### src/rtl/dll_pkg.sv
// Shared types for the delay-line tap controller.
package dll_pkg;
    // Direction of one loop decision; the encoding equals the detector bit.
    typedef enum logic {
        SHIFT_LONGER  = 1'b0,   // output early: add a delay element
        SHIFT_SHORTER = 1'b1    // output late: remove a delay element
    } shift_dir_t;
endpackage

### src/rtl/dll_dec_pacer.sv
// Decision pacer: strobes once every two reference edges.
// Assumes: synchronous active-low reset; the first strobe falls on the
// second edge after reset is released.
module dll_dec_pacer (
    input  logic clk,
    input  logic rst_n,
    output logic dec_en
);
    logic phase_q;

    // Toggle the pacing phase on each reference edge.
    always_ff @(posedge clk) begin
        if (!rst_n) phase_q <= 1'b0;
        else        phase_q <= ~phase_q;
    end

    assign dec_en = phase_q;

    // strobes never fall on two consecutive edges.
    p_no_double_r4: assert property (@(posedge clk) disable iff (!rst_n)
        dec_en |=> !dec_en);
endmodule

### src/rtl/dll_tap_counter.sv
// Saturating linear tap counter: one element per decision, clamped to
// 0..MAX_TAPS. Assumes: dec_en is a single-cycle strobe from the pacer.
module dll_tap_counter
    import dll_pkg::*;
#(
    parameter int MAX_TAPS = 16,
    parameter int CNT_W    = $clog2(MAX_TAPS + 1)
) (
    input  logic             clk,
    input  logic             rst_n,
    input  logic             dec_en,
    input  shift_dir_t       dir,
    output logic [CNT_W-1:0] tap_cnt
);
    localparam logic [CNT_W-1:0] CNT_MAX = CNT_W'(MAX_TAPS);
    localparam logic [CNT_W-1:0] CNT_MID = CNT_W'(MAX_TAPS / 2);

    logic at_min, at_max;
    assign at_min = (tap_cnt == '0);
    assign at_max = (tap_cnt == CNT_MAX);

    // Step the count once per decision, holding at either end.
    always_ff @(posedge clk) begin
        if (!rst_n)
            tap_cnt <= CNT_MID;
        else if (dec_en) begin
            if (dir == SHIFT_SHORTER && !at_min)
                tap_cnt <= tap_cnt - 1'b1;
            else if (dir == SHIFT_LONGER && !at_max)
                tap_cnt <= tap_cnt + 1'b1;
        end
    end

    // the count moves by at most one element per edge.
    p_single_step_r3: assert property (@(posedge clk) disable iff (!rst_n)
        1'b1 |=> (tap_cnt == $past(tap_cnt)) ||
                 (tap_cnt == $past(tap_cnt) + 1'b1) ||
                 (tap_cnt == $past(tap_cnt) - 1'b1));
    // the count never leaves the chain.
    p_in_range_r6: assert property (@(posedge clk) disable iff (!rst_n)
        tap_cnt <= CNT_MAX);
    // a late decision at zero leaves zero.
    p_floor_r5: assert property (@(posedge clk) disable iff (!rst_n)
        (dec_en && at_min && dir == SHIFT_SHORTER) |=> (tap_cnt == '0));
endmodule

### src/rtl/dll_lock_detect.sv
// Lock detector: counts consecutive decisions that alternate direction
// and raises locked after LOCK_RUN of them. Assumes LOCK_RUN >= 2.
module dll_lock_detect
    import dll_pkg::*;
#(
    parameter int LOCK_RUN = 4
) (
    input  logic       clk,
    input  logic       rst_n,
    input  logic       dec_en,
    input  shift_dir_t dir,
    output logic       locked
);
    localparam int               RUN_W   = $clog2(LOCK_RUN);
    localparam logic [RUN_W-1:0] RUN_TOP = RUN_W'(LOCK_RUN - 1);

    logic [RUN_W-1:0] run_q;
    shift_dir_t       prev_q;
    logic             have_prev_q;
    logic             flips;

    assign flips = have_prev_q && (dir != prev_q);

    // Track the direction changes of the decisions.
    always_ff @(posedge clk) begin
        if (!rst_n) begin
            run_q       <= '0;
            prev_q      <= SHIFT_LONGER;
            have_prev_q <= 1'b0;
        end else if (dec_en) begin
            prev_q      <= dir;
            have_prev_q <= 1'b1;
            if (!flips)              run_q <= '0;
            else if (run_q != RUN_TOP) run_q <= run_q + 1'b1;
        end
    end

    assign locked = (run_q == RUN_TOP);

    // a repeated direction drops lock on that edge.
    p_repeat_unlocks_r8: assert property (@(posedge clk) disable iff (!rst_n)
        (dec_en && have_prev_q && dir == prev_q) |=> !locked);
    // lock can only rise on a decision edge.
    p_lock_on_decision_r7: assert property (@(posedge clk) disable iff (!rst_n)
        (!dec_en && !locked) |=> !locked);
endmodule

### src/rtl/dll_tap_decode.sv
// Tap decoder: turns the element count into a thermometer code and a
// one-hot tap select. Purely combinational.
module dll_tap_decode #(
    parameter int MAX_TAPS = 16,
    parameter int CNT_W    = $clog2(MAX_TAPS + 1)
) (
    input  logic [CNT_W-1:0]  tap_cnt,
    output logic [MAX_TAPS-1:0] tap_therm,
    output logic [MAX_TAPS:0]   tap_onehot
);
    for (genvar i = 0; i < MAX_TAPS; i++) begin : g_therm
        assign tap_therm[i] = (CNT_W'(i) < tap_cnt);
    end
    for (genvar j = 0; j <= MAX_TAPS; j++) begin : g_onehot
        assign tap_onehot[j] = (tap_cnt == CNT_W'(j));
    end
endmodule

### src/rtl/dll_phase_ctrl.sv
// Delay-locked loop tap controller (top). Takes the sampled early/late bit
// from the phase detector, paces decisions to one per two reference edges,
// steps a saturating element count and reports lock on alternation.
// Assumes: clk is the reference clock; pd_late is already synchronous.
module dll_phase_ctrl
    import dll_pkg::*;
#(
    parameter int MAX_TAPS = 16,
    parameter int LOCK_RUN = 4,
    parameter int CNT_W    = $clog2(MAX_TAPS + 1)
) (
    input  logic                clk,
    input  logic                rst_n,
    input  logic                pd_late,
    output logic [CNT_W-1:0]    tap_cnt,
    output logic [MAX_TAPS-1:0] tap_therm,
    output logic [MAX_TAPS:0]   tap_onehot,
    output logic                locked
);
    logic       dec_en;
    shift_dir_t dir;

    assign dir = shift_dir_t'(pd_late);

    dll_dec_pacer u_pacer (
        .clk    (clk),
        .rst_n  (rst_n),
        .dec_en (dec_en)
    );

    dll_tap_counter #(.MAX_TAPS(MAX_TAPS), .CNT_W(CNT_W)) u_count (
        .clk     (clk),
        .rst_n   (rst_n),
        .dec_en  (dec_en),
        .dir     (dir),
        .tap_cnt (tap_cnt)
    );

    dll_lock_detect #(.LOCK_RUN(LOCK_RUN)) u_lock (
        .clk    (clk),
        .rst_n  (rst_n),
        .dec_en (dec_en),
        .dir    (dir),
        .locked (locked)
    );

    dll_tap_decode #(.MAX_TAPS(MAX_TAPS), .CNT_W(CNT_W)) u_decode (
        .tap_cnt    (tap_cnt),
        .tap_therm  (tap_therm),
        .tap_onehot (tap_onehot)
    );

    // without a decision strobe the count holds.
    p_hold_between_r4: assert property (@(posedge clk) disable iff (!rst_n)
        !dec_en |=> $stable(tap_cnt));
    // exactly one tap selected, matching the thermometer population.
    p_select_shape_r9: assert property (@(posedge clk) disable iff (!rst_n)
        $onehot(tap_onehot) && ($countones(tap_therm) == int'(tap_cnt)));
endmodule

### config.mk
export PLATFORM = sky130hd
export DESIGN_NAME = dll_phase_ctrl
export DESIGN_NICKNAME = d
export VERILOG_FILES = /design/src/rtl/dll_pkg.sv /design/src/rtl/dll_dec_pacer.sv /design/src/rtl/dll_tap_counter.sv /design/src/rtl/dll_lock_detect.sv /design/src/rtl/dll_tap_decode.sv /design/src/rtl/dll_phase_ctrl.sv
export SDC_FILE = /design/constraint.sdc
export NUM_CORES = 1
export LEC_CHECK = 0
export ABC_AREA = 1
export BUFFER_PORTS_ARGS = -buffer_cell sky130_fd_sc_hd__buf_2
export CORE_MARGIN = 1.5
export CORE_UTILIZATION = 40
export DETAILED_ROUTE_END_ITERATION = 8
export GPL_TIMING_DRIVEN = 0
export HOLD_SLACK_MARGIN = 0.05
export MAX_ROUTING_LAYER = met4
export PLACE_DENSITY = 0.74
export SLEW_MARGIN = 20
export SYNTH_ARGS = -nofsm -noshare
export SYNTH_HDL_FRONTEND = slang
export SYNTH_SLANG_ARGS = --single-unit
export TNS_END_PERCENT = 30
### constraint.sdc
create_clock -name clk -period 2.7 [get_ports clk]
set_input_delay 0.405 -clock clk [delete_from_list [all_inputs] [get_ports clk]]
set_output_delay 0.405 -clock clk [all_outputs]
set_load 0.01 [all_outputs]
# == Yosys cells after proc, flatten, opt, wreduce, memory -nomap -nowiden ==
# Index checks and enable logic that the tools add are counted.
# W data, S select, Z words.
# totals
reg_bits,10
# classes
addsub,3
order_cmp,16
eq_ne,20
mux,4
bitwise,2
reduce_logical,9
# op_table
op,count
$eq A5 B4 Y1 const B,8
$lt A4 B5 Y1 const A,8
$eq A5 B3 Y1 const B,4
$lt A3 B5 Y1 const A,4
$eq A5 B2 Y1 const B,2
$lt A1 B5 Y1 const A,2
$lt A2 B5 Y1 const A,2
$mux W5,2
$add A5 B1 Y5 const B,1
$eq A5 B1 Y1 const B,1
$eq A5 B5 Y1 const B,1
$logic_not A5 Y1,1
$sub A5 B1 Y5 const B,1
$mux W2,2
$ne A2 B2 Y1 const B,2
$reduce_and A2 Y1,2
$logic_and A1 B1 Y1,3
$add A2 B1 Y2 const B,1
$eq A2 B2 Y1 const B,1
$logic_not A1 Y1,2
$not A1 Y1,2
$reduce_bool A2 Y1,1
$ne A1 B1 Y1,1

# == Longest topological paths before layout ==
# logic_depth
word_depth,5
depth_mapped,11
mapped_depth_nobuf,11

# == Cells and area by module ==
# Synthesis repeated with hierarchy kept, for this count alone.
# hier_totals
hier_cells,147
area_unflattened_um2,910.9
# modules_own_cells
module,n_inst,cells_per_inst,area_each_um2,seq_area_each_um2
dll_tap_counter,1,55,414.1,100.1
dll_tap_decode,1,60,265.3,0.0
dll_lock_detect,1,29,201.4,80.1
dll_dec_pacer,1,3,30.0,20.0

# == Least setup slack after synthesis ==
# No wires, ideal clock.
# synth_path
kind,register -> output
start,reg u_count.tap_cnt[0]
end,out tap_onehot[0]
t_arrival_ps,1231
t_required_ps,2295
setup_slack_ps,1064
path_stages_with_launch,8
path_buffers,1
path_cell_list,dfxtp_1 -> inv_1 -> ha_1 -> inv_1 -> nor2_2 -> nand2_1 -> inv_1 -> buf_4
# synth_via
elab_chain_cells,1
# synth_lines
element,line,source
from (decl),dll_tap_counter.sv:13,output logic [CNT_W-1:0] tap_cnt
from (signal assigned),dll_tap_counter.sv:28,tap_cnt <= tap_cnt - 1'b1;
from (signal assigned),dll_tap_counter.sv:30,tap_cnt <= tap_cnt + 1'b1;
$logic_not A5 Y1,-,
to (decl),dll_phase_ctrl.sv:17,"output logic [MAX_TAPS:0] tap_onehot,"
# No other way between the ends.

# == Worst setup path after layout ==
# Same ends and word-level chain as after synthesis.

==> PnR_summary.wiki <==
{| class="wikitable"
! Metric !! Value
|-
| Outcome || complete, no violations
|-
| Via count normalized by instance count || 4.77
|-
| DRC violation total after the first TritonRoute iteration || 21
|-
| Area fraction of the dominant cell type after synthesis || 21.3%
|-
| Tightest Pin Transition || 0.360 ns
|-
| Total of cells resized after clock tree synthesis || 0
|-
| Post-Syn Area || 941 µm²
|-
| CTS H-Tree Depth || 1
|-
| Overall die width || 51.5 µm
|-
| Num rows || 17
|-
| Routed wire length || 2320 µm
|-
| DR pass1 iterations || 4
|-
| Sequential cell fraction of total power || 35.1%
|-
| Number of distinct standard cells referenced by the synthesized netlist || 24
|-
| Die height || 51.5 µm
|-
| Final weighted congestion in routability-driven placement || 0.848
|-
| Clock tree from TritonCTS || yes
|-
| Maximum capacitance violations || 0
|-
| Final Net Count || 213
|-
| Area growth from synthesis to layout || 27.9%
|-
| Worst hold path type || primary input to flop
|-
| Cell-internal power || 0.292 mW
|-
| Cell depth of the worst hold path || 3
|-
| Crit Path Class || flop to output pin
|-
| Diode count || 0
|-
| Register bit total from synthesis || 10
|-
| HPWL reported at the end of detailed placement || 1870 µm
|-
| Placeable core region || 2210 µm²
|-
| Via count of the first global-routing pass || 941
|-
| Post-route clock skew || 0.00469 ns
|-
| Overflow left after global routing || 0
|-
| Asr flop ratio synth || 0%
|-
| Cell taking the most area after synthesis || sky130_fd_sc_hd__dfxtp_1
|-
| # hold bufs at CTS || 0
|-
| Number of failing hold endpoints at the final stage || 0
|-
| Final routed wire length divided by cell count || 10.1 µm
|-
| Worst endpoint data arrival time || 1.74 ns
|-
| Number of pins with negative max-slew slack in the final report || 0
|-
| Final count of negative-setup-slack endpoints || 0
|-
| Maximum number of pins on one net before global-route repair || 11
|-
| Maximum number of buffers from clock root to sink || 2
|-
| Mean area per synthesized cell || 5.96 µm²
|-
| Buffer type at the clock tree root || sky130_fd_sc_hd__clkbuf_4
|-
| Data required time at the worst endpoint || 2.30 ns
|-
| Number of clock sinks || 10
|-
| Critical path fanouts, max || 8
|-
| Power Density || 405 nW/µm²
|-
| Max frequency || 467 MHz
|-
| Top post-synthesis cells by area || sky130_fd_sc_hd__dfxtp_1, sky130_fd_sc_hd__nand2_1, sky130_fd_sc_hd__nor2_1
|-
| Fraction of the cycle the final worst path needs || 79.3%
|-
| Die area || 2650 µm²
|-
| DRC violations left || 0
|-
| Part of the Yosys area used for sequential elements || 21.3%
|-
| Worst-skew pair later-pin latency || 0.26 ns
|-
| Starting density of the core || 42.5%
|-
| Antenna violations before repair || 0
|-
| Cts bufs inserted || 3
|-
| Gate power share || 45.7%
|-
| Switching power || 0.195 mW
|-
| Post-route total power || 0.488 mW
|-
| Critical Path Start Type || flop
|-
| Total global routing track utilization || 19.8%
|-
| Clock Pin Slew Worst Setup and Hold Paths || 0.06 ns
|-
| Layout cells sized above 1 || 30.2%
|-
| IO buf count || 41
|-
| Min Tclk post-route || 2.14 ns
|-
| Number of nets with antenna violations after detailed routing || 0
|-
| Kind of capture point of the worst setup path || output pin
|-
| Switching share of total power || 40.1%
|-
| Clk pwr share || 19.1%
|-
| Cell count of the worst reg-to-reg path || 9
|-
| Setup tns final || 0 ns
|-
| Setup repair after global routing missed its margin || false
|-
| Peak VDD IR || 0.311 mV
|-
| Mapped Nets || 167
|-
| Count of buffers added by post-CTS timing repair for setup || 0
|-
| Static power due to leakage || 0.714 nW
|-
| Max-Slew Margin vs Limit || 76.0%
|-
| Number of instances in the synthesized netlist || 158
|-
| Number of flops mapped to enable cells by yosys || 0
|-
| Top_reg_cell synth || sky130_fd_sc_hd__dfxtp_1
|-
| Total via count after detailed routing || 1097
|-
| First-pass GRT wire length || 3990 µm
|-
| Total of warnings raised by yosys || 0
|-
| Io pins || 42
|}
## area by class of cell
class	instances	area (µm²)
timing repair buffer	41	205
inverter	24	90.1
multi-input combinational	117	597
fill	239	1010
buffer	7	53.8
sequential	10	200
tap	28	35.0
clock buffer	3	22.5
## kinds of logic after synthesis
family	Yosys count	share of synthesized area [%]
AO/OA/AOI/OAI	16	9.84
AND/OR/NAND/NOR	92	42.8
flip-flops	10	21.3
adder cells (fa/ha/maj)	6	7.98
XOR/XNOR	3	2.79
buffers and inverters	31	15.3
## power by group through the flow
stage / Combinational, mW / Clock, mW / Sequential [mW]
detailed placement: 0.224 / 0 / 0.174
global route: 0.255 / 0.104 / 0.173
CTS: 0.225 / 0.0994 / 0.171
global placement: 0.219 / 0 / 0.174
finish: 0.223 / 0.0933 / 0.171
floorplan: 0.154 / 0 / 0.174
## cells in the mapped netlist, types with 3 or more instances
master and instances:
sky130_fd_sc_hd__nand2_1 49, sky130_fd_sc_hd__nor2_1 25, sky130_fd_sc_hd__inv_1 21, sky130_fd_sc_hd__dfxtp_1 10
sky130_fd_sc_hd__a21oi_1 8, sky130_fd_sc_hd__ha_1 6, sky130_fd_sc_hd__nand3_1 6, sky130_fd_sc_hd__buf_4 3
sky130_fd_sc_hd__inv_2 3, sky130_fd_sc_hd__nor3_1 3, sky130_fd_sc_hd__xor2_1 3
## cell usage in the layout, fill, tap and decap left out, drive strengths merged
cell type,Yosys,final
nand2,49,49
buf,6,47
nor2,29,29
inv,24,24
dfxtp,10,10
a21oi,9,9
nand3,8,8
ha,6,6
clkbuf,1,4
o21ai,4,4
nor3,3,3
xor2,3,3
nand4,3,3
a211oi,2,2
a311oi,1,1
## registers in the layout, summed over array words and instances, names as in the netlist
register / count
u_lock.run_q: 2
u_pacer.dec_en: 1
u_lock.prev_q: 1
u_lock.have_prev_q: 1
u_count.tap_cnt: 5
## per-stage QoR
stage | instances | util (%) | setup slack [ns] | hold slack (ns) | instance area [µm²]
floorplan | 158 | - | 1.06 | 0.435 | 941
global placement | 227 | 53.4 | 0.812 | 0.447 | 1180
detailed placement | 227 | 53.4 | 0.801 | 0.461 | 1180
CTS | 230 | 54.4 | 0.496 | 0.395 | 1200
global route | 230 | 54.4 | 0.326 | 0.409 | 1200
finish | 230 | 54.4 | 0.558 | 0.405 | 1200
## worst paths after layout
kind / from / to / slack (ns)
setup / recovery: u_count.tap_cnt[0] / tap_onehot[0] / 0.56
hold / removal: rst_n / u_count.tap_cnt[1] / 0.41
setup reg to reg: u_count.tap_cnt[0] / u_count.tap_cnt[0] / 0.98
hold reg to reg: u_lock.run_q[1] / u_lock.run_q[1] / 0.47
## metal layers
metal / track usage, % / vias up / wire [µm]
li1: - / 581 / -
met1: 23.5 / 483 / 1060
met2: 34.6 / 30 / 1120
met3: 2.30 / 3 / 114
met4: 7.02 / 0 / 25
met5: - / - / 0
## critical path, cell delays in order, from the launching register on
cell and delay [ns]:
sky130_fd_sc_hd__dfxtp_1 0.48, sky130_fd_sc_hd__inv_1 0.21, sky130_fd_sc_hd__ha_1 0.28, sky130_fd_sc_hd__inv_1 0.09, sky130_fd_sc_hd__nor2_2 0.06, sky130_fd_sc_hd__nand2_1 0.08
sky130_fd_sc_hd__inv_1 0.04, sky130_fd_sc_hd__buf_4 0.11, sky130_fd_sc_hd__buf_2 0.13
Note: power is estimated with default switching activity, not from simulation.
